**src/rtl/rs485_tx_pkg.sv**
```systemverilog
package rs485_tx_pkg;
  localparam int DIV_W     = 16;
  localparam int PER_W     = DIV_W + 4;
  localparam int CNT_W     = 3;
  localparam int DATA_BITS = 8;
  localparam int HOLD_BITS = 3;

  localparam logic [5:0] ADDR_DATA   = 6'h00;
  localparam logic [5:0] ADDR_DIV_LO = 6'h01;
  localparam logic [5:0] ADDR_DIV_HI = 6'h02;
  localparam logic [5:0] ADDR_OSMODE = 6'h03;
  localparam logic [5:0] ADDR_DIRCFG = 6'h20;
  localparam int DIR_POL_BIT = 3;
  localparam int DIR_EN_BIT  = 4;

  typedef enum logic [2:0] {
    ST_IDLE, ST_LEAD, ST_START, ST_DATA, ST_STOP, ST_HOLD
  } tx_state_e;
endpackage

```
**src/rtl/rs485_tx_fifo.sv**
```systemverilog
module rs485_tx_fifo #(
  parameter int DEPTH = 4,
  parameter int WIDTH = 8
) (
  input  logic             clk_i,
  input  logic             rst_ni,
  input  logic             push_i,
  input  logic [WIDTH-1:0] data_i,
  input  logic             pop_i,
  output logic [WIDTH-1:0] data_o,
  output logic             empty_o
);
  localparam int AW = (DEPTH > 1) ? $clog2(DEPTH) : 1;
  localparam int CW = $clog2(DEPTH + 1);

  logic [WIDTH-1:0] mem_q [DEPTH];
  logic [AW-1:0]    wr_ptr_q, rd_ptr_q;
  logic [CW-1:0]    count_q;
  logic             do_push, do_pop, full;

  assign full    = (count_q == CW'(DEPTH));
  assign empty_o = (count_q == '0);
  assign do_push = push_i && !full;
  assign do_pop  = pop_i && !empty_o;
  assign data_o  = mem_q[rd_ptr_q];

  function automatic logic [AW-1:0] nxt(input logic [AW-1:0] p);
    return (p == AW'(DEPTH - 1)) ? '0 : p + 1'b1;
  endfunction

  always_ff @(posedge clk_i or negedge rst_ni) begin
    if (!rst_ni) begin
      wr_ptr_q <= '0;
      rd_ptr_q <= '0;
      count_q  <= '0;
    end else begin
      if (do_push) wr_ptr_q <= nxt(wr_ptr_q);
      if (do_pop)  rd_ptr_q <= nxt(rd_ptr_q);
      count_q <= count_q + CW'(do_push) - CW'(do_pop);
    end
  end

  always_ff @(posedge clk_i) begin
    if (do_push) mem_q[wr_ptr_q] <= data_i;
  end

  assert_no_overflow_R11: assert property (@(posedge clk_i) disable iff (!rst_ni)
    count_q <= CW'(DEPTH));
  assert_full_drops_R11: assert property (@(posedge clk_i) disable iff (!rst_ni)
    (full && push_i && !pop_i) |=> (count_q == CW'(DEPTH)));
endmodule

```
**src/rtl/rs485_baud_gen.sv**
```systemverilog
module rs485_baud_gen
  import rs485_tx_pkg::*;
(
  input  logic             clk_i,
  input  logic             rst_ni,
  input  logic [DIV_W-1:0] div_i,
  input  logic             os13_i,
  input  logic             clr_i,
  output logic             tick_o
);
  logic [PER_W-1:0] cnt_q, period;
  logic             run;

  assign run    = (div_i != '0);
  assign period = os13_i ? PER_W'(div_i) * PER_W'(13) : PER_W'(div_i) << 4;
  assign tick_o = run && !clr_i && (cnt_q >= period - 1'b1);

  always_ff @(posedge clk_i or negedge rst_ni) begin
    if (!rst_ni)               cnt_q <= '0;
    else if (clr_i || tick_o)  cnt_q <= '0;
    else if (run)              cnt_q <= cnt_q + 1'b1;
  end

  assert_no_tick_div0_R10: assert property (@(posedge clk_i) disable iff (!rst_ni)
    (div_i == '0) |-> !tick_o);
endmodule

```
**src/rtl/rs485_tx_ctrl.sv**
```systemverilog
module rs485_tx_ctrl
  import rs485_tx_pkg::*;
(
  input  logic                 clk_i,
  input  logic                 rst_ni,
  input  logic                 tick_i,
  input  logic                 div_zero_i,
  input  logic                 q_empty_i,
  input  logic [DATA_BITS-1:0] q_data_i,
  output logic                 q_pop_o,
  output logic                 baud_clr_o,
  output logic                 tx_o,
  output logic                 active_o
);
  tx_state_e            state_q, state_d;
  logic [CNT_W-1:0]     cnt_q, cnt_d;
  logic [DATA_BITS-1:0] sh_q;

  always_comb begin
    state_d = state_q;
    cnt_d   = cnt_q;
    q_pop_o = 1'b0;
    unique case (state_q)
      ST_IDLE:  if (!q_empty_i && !div_zero_i) state_d = ST_LEAD;
      ST_LEAD:  if (tick_i) begin
                  state_d = ST_START;
                  q_pop_o = 1'b1;
                end
      ST_START: if (tick_i) begin
                  state_d = ST_DATA;
                  cnt_d   = '0;
                end
      ST_DATA:  if (tick_i) begin
                  if (cnt_q == CNT_W'(DATA_BITS - 1)) state_d = ST_STOP;
                  else cnt_d = cnt_q + 1'b1;
                end
      ST_STOP:  if (tick_i) begin
                  if (!q_empty_i) begin
                    state_d = ST_START;
                    q_pop_o = 1'b1;
                  end else begin
                    state_d = ST_HOLD;
                    cnt_d   = '0;
                  end
                end
      ST_HOLD:  if (!q_empty_i) state_d = ST_LEAD;
                else if (tick_i) begin
                  if (cnt_q == CNT_W'(HOLD_BITS - 1)) state_d = ST_IDLE;
                  else cnt_d = cnt_q + 1'b1;
                end
      default:  state_d = ST_IDLE;
    endcase
  end

  always_ff @(posedge clk_i or negedge rst_ni) begin
    if (!rst_ni) begin
      state_q <= ST_IDLE;
      cnt_q   <= '0;
      sh_q    <= '1;
    end else begin
      state_q <= state_d;
      cnt_q   <= cnt_d;
      if (q_pop_o)                        sh_q <= q_data_i;
      else if (state_q == ST_DATA && tick_i) sh_q <= {1'b1, sh_q[DATA_BITS-1:1]};
    end
  end

  // counter restarts at each burst and on hold cancel so the lead bit is whole
  assign baud_clr_o = (state_q == ST_IDLE) || (state_q == ST_HOLD && !q_empty_i);
  assign active_o   = (state_q != ST_IDLE);
  assign tx_o       = (state_q == ST_START) ? 1'b0 :
                      (state_q == ST_DATA)  ? sh_q[0] : 1'b1;

  assert_burst_opens_with_lead_R4: assert property (@(posedge clk_i) disable iff (!rst_ni)
    $rose(active_o) |-> (state_q == ST_LEAD));
  assert_release_after_hold_R5: assert property (@(posedge clk_i) disable iff (!rst_ni)
    $fell(active_o) |-> ($past(state_q) == ST_HOLD && $past(cnt_q) == CNT_W'(HOLD_BITS - 1)));
  assert_hold_cancel_keeps_line_R9: assert property (@(posedge clk_i) disable iff (!rst_ni)
    (state_q == ST_HOLD && !q_empty_i) |=> (state_q == ST_LEAD));
endmodule

```
**src/rtl/rs485_uart_tx.sv**
```systemverilog
module rs485_uart_tx
  import rs485_tx_pkg::*;
#(
  parameter int FIFO_DEPTH = 4
) (
  input  logic       clk_i,
  input  logic       rst_ni,
  input  logic       wr_en_i,
  input  logic [5:0] addr_i,
  input  logic [7:0] wdata_i,
  output logic       tx_o,
  output logic       dir_o,
  output logic       idle_o
);
  logic [DIV_W-1:0]     div_q;
  logic                 os13_q, dir_en_q, dir_pol_q;
  logic                 push, pop, q_empty, tick, baud_clr, active;
  logic [DATA_BITS-1:0] q_data;

  always_ff @(posedge clk_i or negedge rst_ni) begin
    if (!rst_ni) begin
      div_q     <= '0;
      os13_q    <= 1'b0;
      dir_en_q  <= 1'b0;
      dir_pol_q <= 1'b0;
    end else if (wr_en_i) begin
      unique case (addr_i)
        ADDR_DIV_LO: div_q[7:0]       <= wdata_i;
        ADDR_DIV_HI: div_q[DIV_W-1:8] <= wdata_i[DIV_W-9:0];
        ADDR_OSMODE: os13_q           <= wdata_i[0];
        ADDR_DIRCFG: begin
          dir_en_q  <= wdata_i[DIR_EN_BIT];
          dir_pol_q <= wdata_i[DIR_POL_BIT];
        end
        default: ;
      endcase
    end
  end

  assign push = wr_en_i && (addr_i == ADDR_DATA);

  rs485_tx_fifo #(.DEPTH(FIFO_DEPTH), .WIDTH(DATA_BITS)) u_fifo (
    .clk_i, .rst_ni,
    .push_i (push),
    .data_i (wdata_i),
    .pop_i  (pop),
    .data_o (q_data),
    .empty_o(q_empty)
  );

  rs485_baud_gen u_baud (
    .clk_i, .rst_ni,
    .div_i (div_q),
    .os13_i(os13_q),
    .clr_i (baud_clr),
    .tick_o(tick)
  );

  rs485_tx_ctrl u_ctrl (
    .clk_i, .rst_ni,
    .tick_i    (tick),
    .div_zero_i(div_q == '0),
    .q_empty_i (q_empty),
    .q_data_i  (q_data),
    .q_pop_o   (pop),
    .baud_clr_o(baud_clr),
    .tx_o      (tx_o),
    .active_o  (active)
  );

  assign dir_o  = (active && dir_en_q) ? dir_pol_q : !dir_pol_q;
  assign idle_o = !active && q_empty;

  assert_low_bit_inside_enable_R6: assert property (@(posedge clk_i) disable iff (!rst_ni)
    (dir_en_q && !tx_o) |-> (dir_o == dir_pol_q));
  assert_idle_is_quiet_R5: assert property (@(posedge clk_i) disable iff (!rst_ni)
    idle_o |-> (tx_o && dir_o != dir_pol_q));
  assert_disabled_dir_static_R7: assert property (@(posedge clk_i) disable iff (!rst_ni)
    (!dir_en_q && $stable(dir_pol_q)) |-> $stable(dir_o));
  assert_div0_line_high_R10: assert property (@(posedge clk_i) disable iff (!rst_ni)
    (div_q == '0 && idle_o) |=> tx_o);
endmodule

```
**config.mk**
```make
export PLATFORM = sky130hd
export DESIGN_NAME = rs485_uart_tx
export DESIGN_NICKNAME = d
export VERILOG_FILES = /design/src/rtl/rs485_tx_pkg.sv /design/src/rtl/rs485_tx_fifo.sv /design/src/rtl/rs485_baud_gen.sv /design/src/rtl/rs485_tx_ctrl.sv /design/src/rtl/rs485_uart_tx.sv
export SDC_FILE = /design/constraint.sdc
export NUM_CORES = 1
export LEC_CHECK = 0
export BUFFER_PORTS_ARGS = -buffer_cell sky130_fd_sc_hd__buf_2
export CORE_ASPECT_RATIO = 1.1
export CORE_MARGIN = 2
export CORE_UTILIZATION = 50
export CTS_CLUSTER_SIZE = 24
export DETAILED_ROUTE_END_ITERATION = 8
export PLACE_DENSITY_LB_ADDON = 0.25
export SYNTH_ARGS = -nofsm -noshare
export SYNTH_HDL_FRONTEND = slang
export SYNTH_SLANG_ARGS = --single-unit
```
**constraint.sdc**
```tcl
create_clock -name clk_i -period 17.5 [get_ports clk_i]
set_input_delay 2.625 -clock clk_i [delete_from_list [all_inputs] [get_ports clk_i]]
set_output_delay 2.625 -clock clk_i [all_outputs]
set_load 0.02 [all_outputs]
```
After elaboration in Yosys (flattened, before gate mapping)

Memory sizes are Yosys's and may differ from the RTL's.
Cells that the tools add are included.

Memories: 1
Flip-flop bits (word level): 60
Input bits: 17
Logic and storage cells: 118
RAM bits: 32
Output and inout bits: 3

Memories:

| memory       | depth | bits a word | rd ports | clocked after memory_dff | wr ports | line                | RTL |
|---|---|---|---|---|---|---|---|
| u_fifo.mem_q | 4     | 8           | 1        | 0                        | 1        | rs485_tx_fifo.sv:16 | `logic [WIDTH-1:0] mem_q [DEPTH];` |

$lt $le $gt $ge: 1
Reduce and logical (&&, ||, !) cells: 33
Muxes and demuxes: 36
Multiply operators: 1
Eq/ne operators: 27
Add/subtract/negate cells: 7

Operator list:

| kind                                                | number |
|---|---|
| two-way mux 20 bit                                  | 3 |
| two-way mux 3 bit                                   | 18 |
| adder 20 x 1 -> 20 bit, second input constant       | 1 |
| >= comparator 20 bit                                | 1 |
| multiplier 16 x 4 -> 20 bit, second input constant  | 1 |
| subtractor 20 x 1 -> 20 bit, second input constant  | 1 |
| != test 2 bit, second input constant                | 9 |
| one-hot mux 3 bit (6 select lines)                  | 1 |
| logical NOT 16 bit                                  | 1 |
| two-way mux 8 bit                                   | 2 |
| nonzero test 16 bit                                 | 1 |
| equality test 3 bit, second input constant          | 4 |
| equality test 6 x 2 -> 1 bit, second input constant | 2 |
| one-hot mux 3 bit (4 select lines)                  | 1 |
| logical AND 1 bit                                   | 10 |
| equality test 3 x 2 -> 1 bit, second input constant | 3 |
| AND reduction 9 bit                                 | 1 |
| two-way mux 1 bit                                   | 8 |
| AND reduction 2 bit                                 | 4 |
| AND reduction 8 bit                                 | 1 |
| equality test 6 x 1 -> 1 bit, second input constant | 1 |
| equality test 6 bit, second input constant          | 1 |
| logical NOT 1 bit                                   | 6 |
| logical NOT 3 bit                                   | 2 |
| 16 further kinds                                    | 22 |

Depth between registers and ports, before layout

Gate-level depths: netlist of run 1.

Depth in word-level cells: 11
Depth in mapped cells: 31
Gate-level depth less buffers: 30

Cells and area by module

From an unflattened synthesis of run 1, not the netlist that was laid out.

Cell total of the unflattened synthesis: 696
Area, all modules: 7176.9 µm²

Modules (own cells, without submodules):

| module         | instances | area each (µm²) | cells each | seq. area each (µm²) |
|---|---|---|---|---|
| rs485_baud_gen | 1         | 3681.0          | 451        | 500.5 |
| rs485_tx_fifo  | 1         | 1617.8          | 80         | 1136.1 |
| rs485_tx_ctrl  | 1         | 1024.7          | 110        | 360.3 |
| rs485_uart_tx  | 1         | 853.3           | 55         | 475.5 |

Worst setup path after synthesis of run 1

Ideal clock, no wire load.

Path kind: register -> register
Start point: reg div_q[1]
End point: reg u_fifo.count_q[2]
Required time: 17.377 ns
Path slack: 10.720 ns
Buffers on the path: 1
Library setup time: 0.123 ns
Clock period less this slack: 6.780 ns
Arrival time: 6.658 ns
Stages on the path, launching flop included: 29
Cell sequence: dfrtp_1 -> ha_1 -> fa_1 -> fa_1 -> a211o_1 -> a21oi_1 -> o221a_2 -> nor2_1 -> a211oi_1 -> nand3_1 -> or3_1 -> nor2_1 -> xor2_1 -> ha_1 -> and3_1 -> nand3_1 -> or3_1 -> o211a_1 -> a2111o_1 -> or3b_1 -> buf_6 -> nor2b_2 -> ha_1 -> inv_1 -> ha_1 -> inv_1 -> fa_1 -> xnor2_1 -> xnor2_1

Word-level cells in the longest chain between the ends: 9
Elaborated cells between the ends (all ways): 12
Those cells by class: add/sub: 2; mul: 1; order compare: 1; mux: 4; reduce/logical: 4

Ends and longest elaborated chain:

| item                                        | line                                     | RTL |
|---|---|---|
| start, declared                             | rs485_uart_tx.sv:15                      | `logic [DIV_W-1:0] div_q;` |
| start signal, assigned                      | rs485_uart_tx.sv:28                      | `ADDR_DIV_LO: div_q[7:0] <= wdata_i;` |
| start signal, assigned by index             | rs485_uart_tx.sv:29                      | `ADDR_DIV_HI: div_q[DIV_W-1:8] <= wdata_i[DIV_W-9:0];` |
| multiplier 16 x 4 -> 20 bit                 | rs485_baud_gen.sv:15                     | `assign period = os13_i ? PER_W'(div_i) * PER_W'(13) : PER_W'(div_i) << 4;` |
| two-way mux 20 bit                          | rs485_baud_gen.sv:15                     |  |
| subtractor 20 x 1 -> 20 bit                 | rs485_baud_gen.sv:16                     | `assign tick_o = run && !clr_i && (cnt_q >= period - 1'b1);` |
| >= comparator 20 bit                        | rs485_baud_gen.sv:16                     |  |
| logical AND 1 bit *                         | rs485_baud_gen.sv:16                     |  |
| two-way mux 1 bit, on equally long branches | rs485_tx_ctrl.sv:37, rs485_tx_ctrl.sv:25 |  |
| one-hot mux 1 bit (2 select lines) *        | rs485_tx_ctrl.sv:23                      | `unique case (state_q)` |
| logical AND 1 bit *                         | rs485_tx_fifo.sv:24                      | `assign do_pop = pop_i && !empty_o;` |
| net u_fifo.do_pop                           | rs485_tx_fifo.sv:19                      | `logic do_push, do_pop, full;` |
| subtractor 3 x 1 -> 3 bit *                 | rs485_tx_fifo.sv:39                      | `count_q <= count_q + CW'(do_push) - CW'(do_pop);` |
| end signal, assigned                        | rs485_tx_fifo.sv:39                      |  |
| end, declared                               | rs485_tx_fifo.sv:18                      | `logic [CW-1:0] count_q;` |

The timed path passes the listed nets; every way through them passes the cells marked *.
A chain may end at the register's enable or synchronous reset.

Worst setup path in the final report of run 1

Start point: reg div_q[0]
End point: reg u_fifo.count_q[2]

The elaborated chain is that of the path after synthesis.

==> results of run 1 <==
==> logic make-up (layout without fill, tap and decap cells) <==
group / after synthesis / in the layout
AOI/OAI and AO/OA: 140 / 140
xor gates and xnor gates: 37 / 37
adders and majority gates: 90 / 90
buffers and inverters: 94 / 112
DFF: 92 / 92
muxes: 41 / 41
and+or+nand+nor: 210 / 210
==> layout make-up <==
| class | count | share of cell area (%) |
|---|---|---|
| clock buffer | 10 | 3.06 |
| clock inverter | 6 | 0.735 |
| inverter | 75 | 3.76 |
| multi-input combinational | 518 | 54.8 |
| sequential | 92 | 33.0 |
| tap | 188 | 3.14 |
| timing repair buffer | 21 | 1.47 |
==> sequential cells by signal, indices dropped and copies added, names as in the netlist <==
| register | flops |
|---|---|
| u_fifo.mem_q | 32 |
| u_baud.cnt_q | 20 |
| div_q | 16 |
| u_ctrl.sh_q | 8 |
| u_ctrl.cnt_q | 3 |
| u_ctrl.state_q | 3 |
| u_fifo.count_q | 3 |
| u_fifo.rd_ptr_q | 2 |
| u_fifo.wr_ptr_q | 2 |
| dir_en_q | 1 |
| dir_pol_q | 1 |
| os13_q | 1 |
==> where the power goes <==
group	leakage (nW)	internal (mW)	switching [mW]
clock network	0.134	0.0993	0.0880
registers	1.03	0.242	0.0257
logic	2.26	0.185	0.263
total	3.43	0.526	0.377
==> through the flow <==
step,hold WS (ns),worst slack (ns),cell area [um^2]
detailed placement,0.498,9.94,7210
floorplan,0.461,10.72,6940
CTS,0.511,9.87,7490
global placement,0.478,10.10,7210
global route,0.528,9.26,7490
finish,0.509,9.85,7490
==> layout by cell type (no fill, tap or decap), drive strengths merged, types with 11 or more instances in the layout <==
cell and count:
inv 78, ha 76, nand2 55, nor2 53
dfrtp 52, a21oi 36, o21ai 36, edfxtp 32
mux2 28, xnor2 22, buf 21, a21o 16
xor2 15, fa 14, and3 13, or3 12
nor3 11
==> layer usage <==
| metal | vias to the layer above | track usage [%] | wire length, um |
|---|---|---|---|
| li1 | 2538 | - | - |
| met1 | 2563 | 26.6 | 6420 |
| met2 | 87 | 36.9 | 7580 |
| met3 | 18 | 3.46 | 423 |
| met4 | 0 | 6.37 | 247 |
| met5 | - | 0 | 0 |
==> worst max-delay path: cells and delay by family, from the launching register on <==
| kind | cells | cell delay (ns) |
|---|---|---|
| simple gates | 9 | 2.32 |
| fa+ha+maj | 8 | 2.31 |
| compound gates | 6 | 1.82 |
| flops | 1 | 0.47 |
| xor+xnor | 3 | 0.41 |
| buf+inv | 3 | 0.23 |
==> path summary, 6_finish.rpt <==
kind,from,endpoint,slack (ns),depth (start not counted)
max,div_q[0],u_fifo.count_q[2],9.85,29
min,u_fifo.count_q[2],u_fifo.count_q[2],0.51,1
max reg2reg,div_q[0],u_fifo.count_q[2],9.85,29
min reg2reg,u_fifo.count_q[2],u_fifo.count_q[2],0.51,1
max in group asynchronous,rst_ni,u_baud.cnt_q[17],14.54,2
min in group asynchronous,rst_ni,u_ctrl.cnt_q[1],2.43,2
==> metrics.log, run 1 <==
INFO  metric finish.net_count = 824
INFO  metric worst-endpoint-arrival = 7.93 ns
INFO  metric die_w = about 120 um
INFO  metric cts_setup_buffers = 0
INFO  metric setup_repair_after_global_routing_missed_its_margin = false
INFO  metric clock_sink_count = 92
INFO  metric status = finished, final reports clean
INFO  metric timing.critical_path.slowest_stage_cell = or3b_1
INFO  metric synth_cells = 704
INFO  metric maxSlewHeadroom = 37.2%
INFO  metric required = between 15 and 20 ns
INFO  metric power.ir.vdd_worst = around 0.000076 V
INFO  metric worstSetupPathType = reg -> reg
INFO  metric final_core_utilization = 54.8%
INFO  metric wirelength = around 15000 um
INFO  metric synth_async_sr_flop_share = 65.2%
INFO  metric power = 0.903 mW
INFO  metric timing.final.crit_share = 43.7%
INFO  metric cp-start-kind = flip-flop
INFO  metric netlist_top_cells_count = ha_1 (76), inv_1 (74), nand2_1 (55), nor2_1 (53), dfrtp_1 (52)
INFO  metric kind_of_end_point_of_the_critical_path = flip-flop
INFO  metric slew_viol_final = 0
INFO  metric rows = between 40 and 50
INFO  metric synthXorXnorAreaFrac = 4.67%
INFO  metric synth.lib_cells_used.distinct = 67
INFO  metric tns = 0 ns
INFO  metric worst-path-max-fanout = 11
INFO  metric mappedNetlistNets = 811
INFO  metric top_level_ports = 20
INFO  metric seq_area = 2470 um^2
INFO  metric dr_total_vias = ~5.2k
INFO  metric mappedNetlistArea = 6940 um^2
INFO  metric global_route_wire_length_before_repair = 24500 um
INFO  metric synthToLayoutAreaGrowth = 7.87%
INFO  metric count_of_flip_flops_with_a_built_in_enable_after_synthesis = 32
INFO  metric fill_cells = 1229
INFO  metric grt_overflow = 0
INFO  metric cts_made_buffers = 9
INFO  metric cap_violations = 0
INFO  metric detailed_place_hpwl = between 10000 and 15000 um
INFO  metric synth_largest_area_cell = dfrtp_1
INFO  metric clk_pin_slew = 0.07 ns
INFO  metric fin_cells = 910
INFO  metric timing.clock.skew = 0.00675 ns
INFO  metric crit_top_cell = ha_1
INFO  metric avgRoutedWirePerCell = 16.1 um
INFO  metric cts-root-to-sink-buffers = 2
INFO  metric clock_network_latency_to_the_later_pin_of_the_worst_skew_pair = 0.35 ns
INFO  metric postSynthAreaPerCell = 9.86 um^2
INFO  metric max_slew.worst_pin.slew = between 0.9 and 1 ns
INFO  metric detailedRoute.firstPassIterationCount = 5
INFO  metric post_drt_via_cell_ratio = 5.72
INFO  metric antenna_cells_inserted = 0
INFO  metric via_count_of_the_first_global_routing_pass = a little over 5k
INFO  metric timing.final.crit_period = ~7.6 ns
INFO  metric antenna_violations_before_repair = 0
INFO  metric drt_iter0_drc = 200
INFO  metric synth_compound_gate_area_share = 13.3%
INFO  metric htree_levels = 3
INFO  metric yosys_warnings = 0
INFO  metric weighted_congestion_at_the_end_of_routability_driven_global_placement = around 0.85
INFO  metric synth_top_family_by_area = adder cells
INFO  metric starting_density_of_the_core = 50.8%
INFO  metric die-height = 128 um
INFO  metric crit_path_max_incr_delay = 0.63 ns
INFO  metric hold_viol_final = 0
INFO  metric synth.area.top_cells = dfrtp_1 (19%), edfxtp_1 (14%), ha_1 (14%), fa_1 (4.0%), inv_1 (4.0%)
INFO  metric drc = 0
INFO  metric grt_util_all_layers = 21.1%
INFO  metric placedCellCount = 894
INFO  metric tritoncts = built
INFO  metric power_leakage = roughly 3.4 nW
INFO  metric multi_input_comb_area = 4110 um^2
INFO  metric post-synth-top-count-cell = ha_1
INFO  metric grt_max_degree = 61
INFO  metric drtAntennaViolNets = 0
INFO  metric holdBufCountCts = 0
INFO  metric synth_mux_area_share = 8.18%
INFO  metric yosys_most_used_dff = dfrtp_1
INFO  metric post_synth_and_or_nand_nor_area_fraction = 15.3%
INFO  metric root_buffer = clkbuf_16
INFO  metric final_setup_vio_count = 0
INFO  metric coreArea = approximately 14000 um^2
INFO  metric synthAdderAreaFrac = 17.7%
INFO  metric worst_hold_path_type = reg -> reg
INFO  metric power_density = 121 nW/um^2
INFO  metric design.die.area = 14800 um^2
INFO  metric yosysSeqAreaShare = 35.6%
INFO  metric fmaxAchievable = roughly 130 MHz
INFO  metric post_route_cells_drive_above_1_share = around an eighth
INFO  metric synth.ff_latch_count = 92
INFO  metric io_buffers = 19
INFO  metric yosys.area.top_type_share = between 10% and 20%
INFO  metric post_cts_resized = 0
Power figures use the tool's default switching activity.
==> inputs of run 2 (changes only) <==
==> constraint.sdc (replaced) <==
create_clock -name clk_i -period 6.82 [get_ports clk_i]
set_input_delay 1.023 -clock clk_i [delete_from_list [all_inputs] [get_ports clk_i]]
set_output_delay 1.023 -clock clk_i [all_outputs]
set_load 0.02 [all_outputs]
==> metrics.log, run 2 (synthesis gave the netlist of run 1 again) <==
INFO  metric status = finished, final reports clean (unchanged)
INFO  metric die-height = 128 um (unchanged)
INFO  metric power.ir.vdd_worst = 0.000188 V (was 0.0000758 V)
INFO  metric switching_share = 41.8% (was 41.7%)
INFO  metric global_route_wire_length_before_repair = 25000 um (was 24500 um)
INFO  metric maxSlewHeadroom = 27.0% (was 37.2%)
INFO  metric rows = 45 (unchanged)
INFO  metric htree_levels = 3 (unchanged)
INFO  metric worst-endpoint-arrival = 6.93 ns (was 7.93 ns)
INFO  metric post_route_cells_drive_above_1_share = 22.3% (was 11.9%)
INFO  metric post_drt_via_cell_ratio = 5.65 (was 5.72)
INFO  metric internal-power = 1.55 mW (was 0.526 mW)
INFO  metric grt_max_degree = 61 (unchanged)
INFO  metric top_level_ports = 20 (unchanged)
INFO  metric cts-root-to-sink-buffers = 2 (unchanged)
INFO  metric coreArea = 13700 um^2 (unchanged)
INFO  metric placedCellCount = 921 (was 894)
INFO  metric detailedRoute.firstPassIterationCount = 5 (unchanged)
INFO  metric seqPwrFrac = 25.7% (was 29.7%)
INFO  metric clock_network_latency_to_the_later_pin_of_the_worst_skew_pair = 0.35 ns (about the same)
INFO  metric worst-path-max-fanout = 4 (was 11)
INFO  metric wirelength = 15700 um (was 14700 um)
INFO  metric hold_viol_final = 0 (unchanged)
INFO  metric crit_path_max_incr_delay = 0.50 ns (was 0.63 ns)
INFO  metric layout_commonest_cell = inv_1 (was ha_1)
INFO  metric dr_total_vias = 5361 (was 5206)
INFO  metric grt_overflow = 0 (unchanged)
INFO  metric total_switching_power = 1.11 mW (was 0.377 mW)
INFO  metric via_count_of_the_first_global_routing_pass = 5237 (was 5061)
INFO  metric io_buffers = 19 (unchanged)
INFO  metric worst_hold_path_type = reg -> reg (unchanged)
INFO  metric setup_repair_after_global_routing_missed_its_margin = true (was false)
INFO  metric buf_inv_stages_crit_path = 4 (was 3)
INFO  metric largest-register = u_fifo.mem_q (unchanged)
INFO  metric timing.critical_path.slowest_stage_cell = fa_2 (was or3b_1)
INFO  metric finish.net_count = 863 (was 824)
INFO  metric root_buffer = clkbuf_16 (unchanged)
INFO  metric final_core_utilization = 59.0% (was 54.8%)
INFO  metric slew_viol_final = 0 (unchanged)
INFO  metric biggestRegsByFlops = u_fifo.mem_q: 32 flops, u_baud.cnt_q: 20 flops, div_q: 16 flops (unchanged)
INFO  metric die_w = 116 um (unchanged)
INFO  metric avgRoutedWirePerCell = 16.6 um (was 16.1 um)
INFO  metric fmaxAchievable = 150 MHz (was 131 MHz)
INFO  metric power = 2.66 mW (was 0.903 mW)
INFO  metric part_of_the_total_power_dissipated_in_the_clock_network = 18.2% (was 20.7%)
INFO  metric starting_density_of_the_core = 50.8% (unchanged)
INFO  metric tritoncts = built (unchanged)
INFO  metric timing.final.crit_period = 6.69 ns (was 7.65 ns)
INFO  metric cts_made_buffers = 9 (unchanged)
INFO  metric max_slew.worst_pin.slew = 1.09 ns (was 0.935 ns)
INFO  metric drtAntennaViolNets = 0 (unchanged)
INFO  metric power_density = 329 nW/um^2 (was 121 nW/um^2)
INFO  metric antenna_violations_before_repair = 0 (unchanged)
INFO  metric combPwrFrac = 56.1% (was 49.6%)
INFO  metric grt_util_all_layers = 21.4% (was 21.1%)
INFO  metric design.die.area = 14800 um^2 (unchanged)
INFO  metric final_setup_vio_count = 0 (unchanged)
INFO  metric antenna_cells_inserted = 0 (unchanged)
INFO  metric timing.clock.skew = 0.00778 ns (was 0.00675 ns)
INFO  metric detailed_place_hpwl = 11500 um (was 11300 um)
INFO  metric required = 7.06 ns (was 17.78 ns)
INFO  metric kind_of_end_point_of_the_critical_path = flip-flop (unchanged)
INFO  metric clock_sink_count = 92 (unchanged)
INFO  metric cp-start-kind = flip-flop (unchanged)
INFO  metric timing.final.crit_share = 98.1% (was 43.7%)
INFO  metric drc = 0 (unchanged)
INFO  metric power_leakage = 3.64 nW (was 3.43 nW)
INFO  metric largest_register_ff_count = 32 (unchanged)
INFO  metric synthToLayoutAreaGrowth = 16.2% (was 7.87%)
INFO  metric weighted_congestion_at_the_end_of_routability_driven_global_placement = 0.909 (was 0.854)
INFO  metric worstSetupPathType = reg -> reg (unchanged)
INFO  metric worst_path_dominant_cell_family = adder cells (was simple AND/OR/NAND/NOR gates)
INFO  metric fin_cells = 949 (was 910)
INFO  metric drt_iter0_drc = 314 (was 200)
INFO  metric clk_pin_slew = 0.07 ns (about the same)
INFO  metric layout_common_cells = inv_1 (68), ha_1 (66), nand2_1 (55), nor2_1 (50), dfrtp_1 (49) (was ha_1 (76), inv_1 (74), nand2_1 (55), nor2_1 (53), dfrtp_1 (52))
INFO  metric cap_violations = 0 (unchanged)
run 2: changes by cell type in the layout (fill, tap and decap cells not counted), sizes merged:
cell and change:
clkinv +1, buf +39, clkinvlp -1
run 2: cell type report:
type | count | area [um^2]
fillers | 1133 | 5620
multi-input cells | 518 | 4370
flip-flops and latches | 92 | 2480
repair buffers | 60 | 418
inverters | 75 | 284
well taps | 188 | 235
clock buffers | 10 | 229
clock inverters | 6 | 53.8
run 2: final timing paths:
kind / start / endpoint / slack, ns / depth (start not counted)
max: div_q[1] / u_fifo.count_q[2] / 0.13 / 27
min: u_fifo.count_q[2] / u_fifo.count_q[2] / 0.51 / 1
max reg2reg: div_q[1] / u_fifo.count_q[2] / 0.13 / 27
min reg2reg: u_fifo.count_q[2] / u_fifo.count_q[2] / 0.51 / 1
max in group asynchronous: rst_ni / div_q[8] / 5.39 / 2
min in group asynchronous: rst_ni / u_ctrl.state_q[2] / 0.84 / 2
run 2: power groups by stage:
| stage | clock network (mW) | logic (mW) | registers (mW) |
|---|---|---|---|
| 6_report | 0.483 | 1.49 | 0.683 |
| 5_1_grt | 0.516 | 1.65 | 0.693 |
| 3_5_place_dp | 0 | 1.23 | 0.691 |
| 4_1_cts | 0.491 | 1.28 | 0.679 |
| 2_1_floorplan | 0 | 0.911 | 0.676 |
| 3_3_place_gp | 0 | 1.20 | 0.688 |
run 2: what timing repair did:
item / in CTS / in global routing
setup endpoints to repair: 2 / 2
pin swaps: 11 / 28
setup buffers: 7 / 6
gates resized for setup: 9 / 53
hold buffers: 0 / 0
run 2: stage by stage:
step / setup WS [ns] / cell area [um^2] / hold slack, ns / TNS [ns]
final: 0.133 / 8070 / 0.515 / 0
after global routing: -0.177 / 8070 / 0.537 / -0.220
after CTS: 0.000946 / 7780 / 0.516 / 0
after detailed placement: -0.187 / 7410 / 0.501 / -0.189
after global placement: 0.0835 / 7410 / 0.479 / 0
after floorplan: 0.0396 / 6940 / 0.461 / 0
run 2: per-layer routing:
metal  share of wire [%]  track usage [%]
met1                  42             26.4
met4                 1.5             5.88
met3                 2.9             3.94
met2                  53             38.1
met5                   0                0
==> inputs of run 3 (changes only) <==
--- a/config.mk
+++ b/config.mk
@@ -7,7 +7,6 @@
 export LEC_CHECK = 0
 export BUFFER_PORTS_ARGS = -buffer_cell sky130_fd_sc_hd__buf_2
 export CORE_ASPECT_RATIO = 1.1
-export CORE_MARGIN = 2
 export CORE_UTILIZATION = 50
 export CTS_CLUSTER_SIZE = 24
 export DETAILED_ROUTE_END_ITERATION = 8
==> metrics.log, run 3 (synthesis gave the netlist of run 1 again) <==
INFO  metric rows = 44 (was 45)
INFO  metric largest-register = u_fifo.mem_q (unchanged)
INFO  metric dpl_worst_slack = -0.170 ns (was -0.187 ns)
INFO  metric worst-path-max-fanout = 4 (unchanged)
INFO  metric die_w = 114 um (was 116 um)
INFO  metric fill_cells = 1107 (was 1133)
INFO  metric weighted_congestion_at_the_end_of_routability_driven_global_placement = 0.854 (was 0.909)
INFO  metric drt_iter0_drc = 264 (was 314)
INFO  metric design.die.area = 14400 um^2 (was 14800 um^2)
INFO  metric finish.net_count = 864 (was 863)
INFO  metric final_design_area_no_fill = 8040 um^2 (was 8070 um^2)
INFO  metric die-height = 126 um (was 128 um)
INFO  metric power_density = 327 nW/um^2 (was 329 nW/um^2)
INFO  metric clk_pin_slew = 0.07 ns (about the same)
INFO  metric dr_total_vias = 5334 (was 5361)
INFO  metric required = 7.05 ns (was 7.06 ns)
INFO  metric worst-r2r-cell-count = 27 (unchanged)
INFO  metric detailed_place_hpwl = 11700 um (was 11500 um)
INFO  metric worst_hold_path_type = reg -> reg (unchanged)
INFO  metric status = finished, final reports clean (unchanged)
INFO  metric power_leakage = 3.63 nW (was 3.64 nW)
INFO  metric timing.clock.skew = 0.00914 ns (was 0.00778 ns)
INFO  metric largest_register_ff_count = 32 (unchanged)
INFO  metric placement.cell_area = 7400 um^2 (was 7410 um^2)
INFO  metric seq_area = 2480 um^2 (about the same)
INFO  metric biggestRegsByFlops = u_fifo.mem_q: 32 flops, u_baud.cnt_q: 20 flops, div_q: 16 flops (unchanged)
INFO  metric worstSetupPathType = reg -> reg (unchanged)
INFO  metric antenna_violations_before_repair = 1 (was 0)
INFO  metric worst-endpoint-arrival = 6.87 ns (was 6.93 ns)
INFO  metric grt_overflow = 0 (unchanged)
INFO  metric via_count_of_the_first_global_routing_pass = 5156 (was 5237)
INFO  metric fin_cells = 947 (was 949)
INFO  metric slew_viol_final = 0 (unchanged)
INFO  metric clock_sink_count = 92 (unchanged)
INFO  metric drc = 0 (unchanged)
INFO  metric tritoncts = built (unchanged)
INFO  metric io_buffers = 19 (unchanged)
INFO  metric layout_commonest_cell = inv_1 (unchanged)
INFO  metric timing.final.crit_share = 97.4% (was 98.1%)
INFO  metric synthToLayoutAreaGrowth = 15.8% (was 16.2%)
INFO  metric wirelength = 15600 um (was 15700 um)
INFO  metric starting_density_of_the_core = 51.9% (was 50.8%)
INFO  metric post_route_cells_drive_above_1_share = 23.0% (was 22.3%)
INFO  metric hold_ws = 0.509 ns (was 0.515 ns)
INFO  metric clock_network_latency_to_the_later_pin_of_the_worst_skew_pair = 0.35 ns (about the same)
INFO  metric timing.hold.worst_path_depth = 1 (unchanged)
INFO  metric htree_levels = 3 (unchanged)
INFO  metric hold_viol_final = 0 (unchanged)
INFO  metric detailedRoute.firstPassIterationCount = 5 (unchanged)
INFO  metric timing.final.crit_period = 6.64 ns (was 6.69 ns)
INFO  metric grt_util_all_layers = 22.3% (was 21.4%)
INFO  metric global_route_wire_length_before_repair = 25200 um (was 25000 um)
INFO  metric top_level_ports = 20 (unchanged)
INFO  metric max_slew.worst_pin.slew = 1.29 ns (was 1.09 ns)
INFO  metric fmaxAchievable = 151 MHz (was 150 MHz)
INFO  metric avgRoutedWirePerCell = 16.4 um (was 16.6 um)
INFO  metric cts_made_buffers = 9 (unchanged)
INFO  metric final_setup_vio_count = 0 (unchanged)
INFO  metric holdBufCountCts = 0 (unchanged)
INFO  metric setup_repair_after_global_routing_missed_its_margin = true (unchanged)
INFO  metric grt_max_degree = 61 (unchanged)
INFO  metric cts-root-to-sink-buffers = 2 (unchanged)
INFO  metric layout_common_cells = inv_1 (66), ha_1 (64), nand2_1 (55), nor2_1 (51), dfrtp_1 (48) (was inv_1 (68), ha_1 (66), nand2_1 (55), nor2_1 (50), dfrtp_1 (49))
INFO  metric multi_input_comb_area = 4350 um^2 (was 4370 um^2)
INFO  metric drtAntennaViolNets = 0 (unchanged)
INFO  metric cap_violations = 0 (unchanged)
INFO  metric post_drt_via_cell_ratio = 5.63 (was 5.65)
INFO  metric power.ir.vdd_worst = 0.000177 V (was 0.000188 V)
INFO  metric kind_of_end_point_of_the_critical_path = flip-flop (unchanged)
INFO  metric cp-start-kind = flip-flop (unchanged)
INFO  metric worst_slack = 0.177 ns (was 0.133 ns)
INFO  metric root_buffer = clkbuf_16 (unchanged)
INFO  metric coreArea = 13400 um^2 (was 13700 um^2)
INFO  metric placedCellCount = 916 (was 921)
INFO  metric maxSlewHeadroom = 13.6% (was 27.0%)
==> run 3: changes by cell type in the layout (fill, tap and decap cells not counted), moves of 2 or more <==
cell	delta
inv_8	+2
inv_2	+3
inv_1	-2
buf_6	-3
buf_4	+4
ha_1	-2
==> run 3: final cells by class <==
class / count / area share [%]
clock buffer: 9 / 2.80
multi-input combinational: 518 / 54.1
inverter: 75 / 3.50
clock inverter: 7 / 0.794
tap: 184 / 2.86
timing repair buffer: 61 / 5.15
sequential: 92 / 30.8
antenna: 1 / 0.0311
==> run 3: repair_timing <==
item	CTS	global route
pin swaps	3	30
setup endpoints to repair	2	2
resized for setup	5	52
setup buffers	2	12
==> run 3: layer usage <==
layer,GRT usage (%),up-vias,part of all wire [%],wire length [um]
met3,2.76,13,3.7,573
met5,0,-,0,0
met4,5.88,0,1.2,187
met2,36.8,102,49,7620
met1,31.1,2618,46,7190
li1,-,2601,-,-
==> run 3: power breakdown <==
group	internal, mW	leakage (nW)	total, mW	switching (mW)
Combinational	0.669	2.46	1.45	0.785
Clock	0.257	0.142	0.491	0.235
Sequential	0.622	1.03	0.685	0.0627
==> run 3: critical path, cell delays in order, from the launching register on <==
cell	delay, ns
dfrtp_2	0.45
ha_4	0.25
fa_2	0.49
fa_2	0.36
a211o_1	0.33
a21oi_2	0.17
o221a_2	0.24
nor2_2	0.04
a211oi_2	0.24
nand3_1	0.13
or3_4	0.43
nor2_4	0.10
xor2_1	0.07
ha_1	0.31
and3_4	0.19
nand3_2	0.08
or3_1	0.31
o211a_1	0.23
a2111o_1	0.46
or3b_4	0.44
nor2b_4	0.15
ha_4	0.21
inv_2	0.06
ha_4	0.12
inv_2	0.05
fa_2	0.38
xnor2_2	0.15
xnor2_1	0.13
==> run 3: path summary, 6_finish.rpt <==
check / from / end / slack (ns)
max: div_q[2] / u_fifo.count_q[2] / 0.18
min: u_fifo.count_q[2] / u_fifo.count_q[2] / 0.51
max reg2reg: div_q[2] / u_fifo.count_q[2] / 0.18
min reg2reg: u_fifo.count_q[2] / u_fifo.count_q[2] / 0.51
max in group asynchronous: rst_ni / div_q[10] / 5.41
min in group asynchronous: rst_ni / u_baud.cnt_q[3] / 0.84
==> run 3: per-stage QoR <==
stage               util [%]  setup TNS, ns  total power [mW]
global placement        55.3              0              1.89
floorplan                  -              0              1.59
global route            60.1         -0.134              2.82
CTS                     57.8              0              2.46
detailed placement      55.3         -0.170              1.93
finish                  60.1              0              2.63
